==> src/rtl/pwm10_pkg.sv <==
package pwm10_pkg;

  localparam int PSC_W = 4;

  typedef enum logic [1:0] {
    OUT_SINGLE = 2'd0,
    OUT_HALF   = 2'd1,
    OUT_FWD    = 2'd2,
    OUT_REV    = 2'd3
  } steer_mode_t;

  // last prescale count value for a divider select
  function automatic logic [PSC_W-1:0] psc_last(input logic [1:0] sel);
    case (sel)
      2'd0:    psc_last = PSC_W'(0);
      2'd1:    psc_last = PSC_W'(3);
      default: psc_last = PSC_W'(15);
    endcase
  endfunction

  // pin vector {D,C,B,A} for a mode and waveform level
  function automatic logic [3:0] steer_pins(input steer_mode_t m, input logic p);
    case (m)
      OUT_SINGLE: steer_pins = {3'b000, p};
      OUT_HALF:   steer_pins = {2'b00, ~p, p};
      OUT_FWD:    steer_pins = {p, 2'b00, 1'b1};
      default:    steer_pins = {1'b0, 1'b1, p, 1'b0};
    endcase
  endfunction

endpackage

==> src/rtl/pwm10_regs.sv <==
module pwm10_regs import pwm10_pkg::*; #(
  parameter int TMR_W = 8,
  parameter int SUB_W = 2,
  localparam int DW = TMR_W + SUB_W
) (
  input  logic             clk,
  input  logic             rst_n,
  input  logic             wr_en,
  input  logic [1:0]       wr_addr,
  input  logic [TMR_W-1:0] wr_data,
  output logic [TMR_W-1:0] period,
  output logic [DW-1:0]    duty_buf,
  output steer_mode_t      mode,
  output logic [1:0]       psel
);

  logic [TMR_W-1:0] duty_hi;
  logic [SUB_W-1:0] duty_lo;

  always_ff @(posedge clk) begin
    if (!rst_n) begin
      period  <= '0;
      duty_hi <= '0;
      duty_lo <= '0;
      mode    <= OUT_SINGLE;
      psel    <= '0;
    end else if (wr_en) begin
      case (wr_addr)
        2'd0: period  <= wr_data;
        2'd1: duty_hi <= wr_data;
        2'd2: begin
          duty_lo <= wr_data[SUB_W-1:0];
          mode    <= steer_mode_t'(wr_data[3:2]);
          psel    <= wr_data[5:4];
        end
        default: ;
      endcase
    end
  end

  assign duty_buf = {duty_hi, duty_lo};


  duty_hi_load_chk: assert property (@(posedge clk) disable iff (!rst_n)
    (wr_en && wr_addr == 2'd1) |=> (duty_buf[DW-1:SUB_W] == $past(wr_data)));

endmodule

==> src/rtl/pwm10_timebase.sv <==
module pwm10_timebase import pwm10_pkg::*; #(
  parameter int TMR_W = 8,
  parameter int SUB_W = 2,
  localparam int DW = TMR_W + SUB_W
) (
  input  logic             clk,
  input  logic             rst_n,
  input  logic [1:0]       psel,
  input  logic [TMR_W-1:0] period,
  output logic [DW-1:0]    pos,
  output logic             prd_end
);

  logic [SUB_W-1:0] sc;
  logic [PSC_W-1:0] pc;
  logic [TMR_W-1:0] tmr;

  wire sub_wrap = &sc;
  wire pre_done = (pc >= psc_last(psel));
  wire tmr_step = sub_wrap && pre_done;

  assign prd_end = tmr_step && (tmr == period);
  assign pos     = {tmr, sc};

  always_ff @(posedge clk) begin
    if (!rst_n) begin
      sc  <= '0;
      pc  <= '0;
      tmr <= '0;
    end else begin
      sc <= sc + 1'b1;
      if (sub_wrap) pc <= pre_done ? '0 : pc + 1'b1;
      if (tmr_step) tmr <= prd_end ? '0 : tmr + 1'b1;
    end
  end


  sub_step_chk: assert property (@(posedge clk) disable iff (!rst_n)
    1'b1 |=> (sc == SUB_W'($past(sc) + 1'b1)));


  tmr_hold_chk: assert property (@(posedge clk) disable iff (!rst_n)
    !sub_wrap |=> $stable(tmr));


  wrap_zero_chk: assert property (@(posedge clk) disable iff (!rst_n)
    prd_end |=> (pos == '0));

endmodule

==> src/rtl/pwm10_compare.sv <==
module pwm10_compare #(
  parameter int DW = 10
) (
  input  logic          clk,
  input  logic          rst_n,
  input  logic          prd_end,
  input  logic [DW-1:0] pos,
  input  logic [DW-1:0] duty_buf,
  output logic          pwm
);

  logic [DW-1:0] duty_act;
  logic          hold;

  wire hit = (pos == duty_act);

  always_ff @(posedge clk) begin
    if (!rst_n) begin
      duty_act <= '0;
      hold     <= 1'b0;
    end else if (prd_end) begin
      duty_act <= duty_buf;
      hold     <= |duty_buf;
    end else if (hit) begin
      hold <= 1'b0;
    end
  end

  assign pwm = hold & ~hit;


  shadow_hold_chk: assert property (@(posedge clk) disable iff (!rst_n)
    !prd_end |=> $stable(duty_act));


  low_sticky_chk: assert property (@(posedge clk) disable iff (!rst_n)
    (!pwm && !prd_end) |=> !pwm);


  start_high_chk: assert property (@(posedge clk) disable iff (!rst_n)
    (prd_end && duty_buf != '0) |=> pwm);


  zero_duty_chk: assert property (@(posedge clk) disable iff (!rst_n)
    (prd_end && duty_buf == '0) |=> !pwm);

endmodule

==> src/rtl/pwm10_steer.sv <==
module pwm10_steer import pwm10_pkg::*; (
  input  logic        clk,
  input  logic        rst_n,
  input  steer_mode_t mode,
  input  logic        pwm,
  output logic [3:0]  pins
);

  assign pins = steer_pins(mode, pwm);


  single_chk: assert property (@(posedge clk) disable iff (!rst_n)
    (mode == OUT_SINGLE) |-> ($countones(pins[3:1]) == 0 && pins[0] == pwm));


  half_chk: assert property (@(posedge clk) disable iff (!rst_n)
    (mode == OUT_HALF) |-> ((pins[0] ^ pins[1]) && pins[3:2] == 2'b00));


  fwd_chk: assert property (@(posedge clk) disable iff (!rst_n)
    (mode == OUT_FWD) |-> (pins[0] && !pins[1] && !pins[2] && pins[3] == pwm));


  rev_chk: assert property (@(posedge clk) disable iff (!rst_n)
    (mode == OUT_REV) |-> (!pins[0] && !pins[3] && pins[2] && pins[1] == pwm));

endmodule

==> src/rtl/pwm10_dbuf.sv <==
module pwm10_dbuf import pwm10_pkg::*; #(
  parameter int TMR_W = 8,
  parameter int SUB_W = 2,
  localparam int DW = TMR_W + SUB_W
) (
  input  logic             clk,
  input  logic             rst_n,
  input  logic             wr_en,
  input  logic [1:0]       wr_addr,
  input  logic [TMR_W-1:0] wr_data,
  output logic             pwm_o,
  output logic [3:0]       pins_o
);

  logic [TMR_W-1:0] period;
  logic [DW-1:0]    duty_buf;
  logic [DW-1:0]    pos;
  logic [1:0]       psel;
  logic             prd_end;
  steer_mode_t      mode;

  pwm10_regs #(.TMR_W(TMR_W), .SUB_W(SUB_W)) u_regs (
    .clk(clk), .rst_n(rst_n), .wr_en(wr_en), .wr_addr(wr_addr),
    .wr_data(wr_data), .period(period), .duty_buf(duty_buf),
    .mode(mode), .psel(psel)
  );

  pwm10_timebase #(.TMR_W(TMR_W), .SUB_W(SUB_W)) u_tb (
    .clk(clk), .rst_n(rst_n), .psel(psel), .period(period),
    .pos(pos), .prd_end(prd_end)
  );

  pwm10_compare #(.DW(DW)) u_cmp (
    .clk(clk), .rst_n(rst_n), .prd_end(prd_end), .pos(pos),
    .duty_buf(duty_buf), .pwm(pwm_o)
  );

  pwm10_steer u_steer (
    .clk(clk), .rst_n(rst_n), .mode(mode), .pwm(pwm_o), .pins(pins_o)
  );


  reset_low_chk: assert property (@(posedge clk)
    !rst_n |=> (!pwm_o && pins_o == 4'b0000));

endmodule

==> config.mk <==
export PLATFORM = sky130hd
export DESIGN_NAME = pwm10_dbuf
export DESIGN_NICKNAME = d
export VERILOG_FILES = /design/src/rtl/pwm10_pkg.sv /design/src/rtl/pwm10_regs.sv /design/src/rtl/pwm10_timebase.sv /design/src/rtl/pwm10_compare.sv /design/src/rtl/pwm10_steer.sv /design/src/rtl/pwm10_dbuf.sv
export SDC_FILE = /design/constraint.sdc
export NUM_CORES = 1
export LEC_CHECK = 0
export BUFFER_PORTS_ARGS = -buffer_cell sky130_fd_sc_hd__buf_2
export CAP_MARGIN = 25
export CORE_MARGIN = 3
export CORE_UTILIZATION = 40
export CTS_BUF_LIST = sky130_fd_sc_hd__clkbuf_8
export DETAILED_ROUTE_END_ITERATION = 10
export SKIP_CTS_REPAIR_TIMING = 1
export SLEW_MARGIN = 10
export SYNTH_ARGS = -nofsm -noshare
export SYNTH_HDL_FRONTEND = slang
export SYNTH_SLANG_ARGS = --single-unit
==> constraint.sdc <==
create_clock -name clk -period 2.2 [get_ports clk]
set_clock_uncertainty 0.15 [all_clocks]
set_input_delay 0.33 -clock clk [delete_from_list [all_inputs] [get_ports clk]]
set_output_delay 0.33 -clock clk [all_outputs]
set_load 0.02 [all_outputs]
# Word level (Yosys, flattened, before mapping)
# Index checks and enable logic that the tools add are counted.
[totals]
register_bits = 47
in_bits = 13
out_inout_bits = 5
word_cells = 41
[op_classes]
addsub = 3
magnitude_cmp = 1
eq_ne = 7
n_mux = 6
bitwise = 3
reduce_logical = 11
[ops]
columns = ["operator", "n"]
rows = [
  ["$pmux W4 S3", 1],
  ["$eq A10 B10 Y1", 1],
  ["$reduce_or A10 Y1", 1],
  ["$add A8 B1 Y8 const B", 1],
  ["$eq A8 B8 Y1", 1],
  ["$mux W8", 1],
  ["$pmux W4 S2", 1],
  ["$reduce_and A2 Y1", 4],
  ["$eq A2 B1 Y1 const B", 3],
  ["$logic_not A2 Y1", 3],
  ["$add A4 B1 Y4 const B", 1],
  ["$eq A2 B2 Y1 const B", 2],
  ["$ge A4 B4 Y1", 1],
  ["$mux W4", 1],
  ["$add A2 B1 Y2 const B", 1],
  ["$logic_and A1 B1 Y1", 2],
  ["$mux W1", 2],
  ["$not A1 Y1", 2],
  ["$reduce_bool A2 Y1", 1],
  ["$and A1 B1 Y1", 1],
]

# Logic depth before layout (Yosys ltp)
[logic_depth]
ltp_word = 6
depth_mapped = 9
ltp_nobuf = 7

# Hierarchy
# Synthesis repeated with hierarchy kept, for this count alone.
[unflattened]
cells_unflattened = 237
area_unflattened_um2 = 2265.9
[by_module_without_submodules]
columns = ["mod", "instances", "cells_per_inst", "area_each_um2", "seq_area_each_um2"]
rows = [
  ["pwm10_timebase", 1, 98, 853.3, 280.3],
  ["pwm10_regs", 1, 82, 824.5, 440.4],
  ["pwm10_compare", 1, 51, 544.3, 220.2],
  ["pwm10_steer", 1, 6, 43.8, 0.0],
]

# Worst setup path after synthesis
# No wires, ideal clock.
[synth_timing]
kind = "register -> register"
start = "register u_regs.psel[0]"
end = "register u_cmp.duty_act[1]"
setup_ps = 138
arrival_ps = 1997
required_ps = 1912
setup_slack_ps = -85
stages_incl_launch_ff = 10
path_buffers = 2
synth_period_minus_slack_ps = 2285
cell_sequence = "dfxtp_1 -> or2_2 -> ha_1 -> nand2b_1 -> a2111o_1 -> and3_1 -> buf_6 -> buf_6 -> nand3_1 -> a21oi_1"
[synth_via]
elab_chain_cells = 5
word_cells_on_any_way = 6
classes_between = "order compare: 1; eq/ne: 1; mux: 1; reduce/logical: 3"
[synth_lines]
columns = ["element", "line", "text"]
rows = [
  ["start, declared", "pwm10_regs.sv:14", "output logic [1:0] psel"],
  ["start signal, assigned", "pwm10_regs.sv:34", "psel <= wr_data[5:4];"],
  ["$eq A2 B1 Y1 or $logic_not A2 Y1 (tied branches)", "pwm10_pkg.sv:14", "case (sel)"],
  ["$pmux W4 S2 *", "pwm10_pkg.sv:14", ""],
  ["$ge A4 B4 Y1 *", "pwm10_timebase.sv:19", "wire pre_done = (pc >= psc_last(psel));"],
  ["$logic_and A1 B1 Y1 *", "pwm10_timebase.sv:20", "wire tmr_step = sub_wrap && pre_done;"],
  ["$logic_and A1 B1 Y1 *", "pwm10_timebase.sv:22", "assign prd_end = tmr_step && (tmr == period);"],
  ["end signal, assigned", "pwm10_compare.sv:22", "duty_act <= duty_buf;"],
  ["end, declared", "pwm10_compare.sv:12", "logic [DW-1:0] duty_act;"],
]
# Mark *: on every way between the ends. The rest lies on a longest branch, timed or not.
# A chain may end at the register's enable or synchronous reset.

# Worst setup path after layout
[layout_timing]
start = "register u_cmp.duty_act[5]"
end = "output port pins_o[1]"
[layout_via]
elab_chain_cells = 5
[layout_lines]
columns = ["element", "line", "text"]
rows = [
  ["$eq A10 B10 Y1 *", "pwm10_compare.sv:15", "wire hit = (pos == duty_act);"],
  ["$not A1 Y1 *", "pwm10_compare.sv:29", "assign pwm = hold & ~hit;"],
  ["$and A1 B1 Y1 *", "pwm10_compare.sv:29", ""],
  ["$not A1 Y1", "pwm10_pkg.sv:25", "OUT_HALF: steer_pins = {2'b00, ~p, p};"],
  ["$pmux W4 S3 *", "pwm10_pkg.sv:23", "case (m)"],
  ["end, declared", "pwm10_dbuf.sv:12", "output logic [3:0] pins_o"],
]
# Marks and branches as above.

==> metrics.txt <==
Starting DRT DRC Count 104; Final setup viols 19; Crit path arrival time 1.81 ns; Synth top area share 0.410; status finished, violations left; top cells by area, synth dfxtp_1, mux2i_1, xnor2_1; Diodes inserted 0; initial antenna violation count 0; setup ws final -0.0932 ns; Antenna Nets Post-Route 0; Net Switching 0.443 mW; CTS H-tree lvls 2; Bufs on Longest Clock Path 2; final worst path period share 1.04; first-pass GRT wire length 8370 µm; fill count 500; vias between 1500 and 2000; clock transition at the registers of the reported paths 0.08 ns; wirelength, routed 5440 µm; met2 usage 0.247; CTS root buffer clkbuf_8; Ports 18; RSZ-0062 raised after global routing true; Mapped Area 2300 µm²; total die area 6680 µm²; Synth Register Bits 47; core area 5340 µm²; Die X roughly 80 µm; sequential share of power 0.522; Worst setup SP type flop; CTS sink count 47; Slew HR 0.648; share of cells above drive strength 1 0.351; GRT busiest layer met2; GR Layer Usage met3 0.0362; cell count after synthesis 253; failing checks setup timing; Crit. End Element output port; MaxCap Viol Count 0; remaining routing DRC violations 0; syn_nets 273; GP Congestion 0.820; initial core utilization 0.430; PD cells 575 nW/µm²; largest net degree at the start of global routing 41; Post-DP HPWL 3560 µm; vias in the first global route 1722; Cell Rows 26; CTS tree yes; FMAX 436 MHz; Clock Latency Late Sink 0.30 ns; Max Slew Vio Count 0; Pint 1.25 mW; grt met1 use 0.233; Fin. Hold Viols 0; Switching Fraction 0.262; HP Class in2reg; Worst-Margin Slew 0.526 ns; Clock power frac 0.333; Tmin final 2.29 ns; synth unique cells 38; final core utilization 0.552; Die Y just over 80 µm; Finished Layout Cells 358; Num CTS Buffers 5; Worst Path Max Fanout 2; CP required between 1.5 and 2 ns; per-cell routed wire length 15.2 µm; via/cell ratio 5.37; Lkg Pwr between 1 and 1.5 nW; gr usage total 0.165; Yosys top cell by area dfxtp_1; I/O Buffers 17; area grow syn2layout 28.3%; grt ovf 0; Total Power between 1.5 and 2 mW; VDD IR-drop max 0.000359 V; Crit Path Class reg2out; Avg Inst Size Synth 9.07 µm²; Final Net Count 307; Post-Place Cells 339; Comb pwr share 0.146; sequential area share after synthesis 0.410; DRT Pass-1 Iters 4; yosys warns 0
-- per-layer routing --
layer | vias up | share of wire
li1 | 963 | -
met1 | 919 | 0.46
met2 | 33 | 0.48
met3 | 7 | 0.041
met4 | 0 | 0.018
met5 | - | 0
-- Yosys cell counts --
master     n
or2_1      1
o32ai_1    1
xnor2_1   16
o41ai_4    1
nor3b_1    1
ha_1       7
and3_1     3
inv_1      6
buf_4      2
nor3_4     1
a31oi_1    1
nor2_1    27
buf_1      1
a21oi_1   19
mux2i_1   23
o21ai_0   15
and2_1     3
nor4_1     3
nand2_1   11
or2_2      2
a21boi_1   1
dfxtp_1   47
a2111o_1   1
nand3b_1   3
xor2_1     4
nand3_2    1
or3_1      3
nand4_1    5
a311oi_2   1
buf_6      3
nand3_1   17
o311a_1    1
nand4b_1   2
clkbuf_1   7
buf_2      5
nand2b_1   3
o22ai_1    3
o21a_1     2
-- power by group through the flow --
| stage | Clock [mW] | Combinational [mW] | Sequential [mW] |
|---|---|---|---|
| 2_1_floorplan | 0 | 0.147 | 0.901 |
| 3_3_place_gp | 0 | 0.192 | 0.905 |
| 3_5_place_dp | 0 | 0.193 | 0.905 |
| 4_1_cts | 0.580 | 0.194 | 0.885 |
| 5_1_grt | 0.623 | 0.270 | 0.886 |
| 6_report | 0.563 | 0.247 | 0.883 |
-- layout make-up --
class / instances / area [µm²] / share of cell area
multi-input cells: 183 / 1410 / 0.478
flip-flops and latches: 47 / 957 / 0.325
repair buffers: 44 / 369 / 0.125
clock buffers: 7 / 96.3 / 0.0327
well taps: 70 / 87.6 / 0.0297
inverters: 6 / 22.5 / 0.00765
clock inverters: 1 / 3.75 / 0.00127
-- registers in the layout, summed over array words and instances (netlist names) --
name            flops
u_tb.tmr            8
u_regs.psel         2
u_tb.sc             2
u_regs.mode         2
u_tb.pc             4
u_regs.period       8
u_regs.duty_hi      8
u_cmp.duty_act     10
u_cmp.hold          1
u_regs.duty_lo      2
-- through the flow --
stage / setup WS (ns) / TNS [ns] / instance area (µm²) / hold WS [ns]
2_1_floorplan: 0.000258 / 0 / 2300 / 0.278
4_1_cts: -0.155 / -0.626 / 2620 / 0.125
5_1_grt: -0.238 / -2.81 / 2950 / 0.137
3_5_place_dp: -0.00436 / -0.00476 / 2520 / 0.297
6_report: -0.0932 / -0.793 / 2950 / 0.133
3_3_place_gp: 0.0170 / 0 / 2520 / 0.300
-- cell families after synthesis --
logic type,share of synthesized area
simple gates,0.194
flops,0.410
compound gates,0.126
buf+inv,0.0550
mux,0.100
xor+xnor,0.0763
fa+ha+maj,0.0381
-- worst max-delay path, stage by stage, from the launching register on --
cell and delay, ns:
dfxtp_2 0.34, xnor2_2 0.15, nand4_1 0.17, o41ai_4 0.40
xor2_1 0.18, and2_4 0.16, buf_6 0.11
-- path summary, 6_finish.rpt --
check / from / end / slack, ns / cells after the start
max reg2reg: u_regs.psel[1] / u_tb.tmr[6] / -0.07 / 9
max: u_cmp.duty_act[5] / pins_o[1] / -0.09 / 6
min: wr_data[7] / u_regs.duty_hi[7] / 0.13 / 3
min reg2reg: u_cmp.duty_act[3] / u_cmp.duty_act[3] / 0.33 / 2
-- cell usage in the layout, fill, tap and decap left out, drive strengths merged, types with 2 or more instances in the layout --
cell,count
o21a,2
nand3b,3
or2,3
xor2,4
a21oi,19
o22ai,3
nand3,18
nor4,3
nor2,27
and2,3
nand2,11
nand4b,2
clkbuf,9
dfxtp,47
nand2b,3
or3,3
ha,7
and3,4
nand4,5
inv,7
o21ai,15
mux2i,23
xnor2,16
buf,42
(Power assumes the default switching activity.)
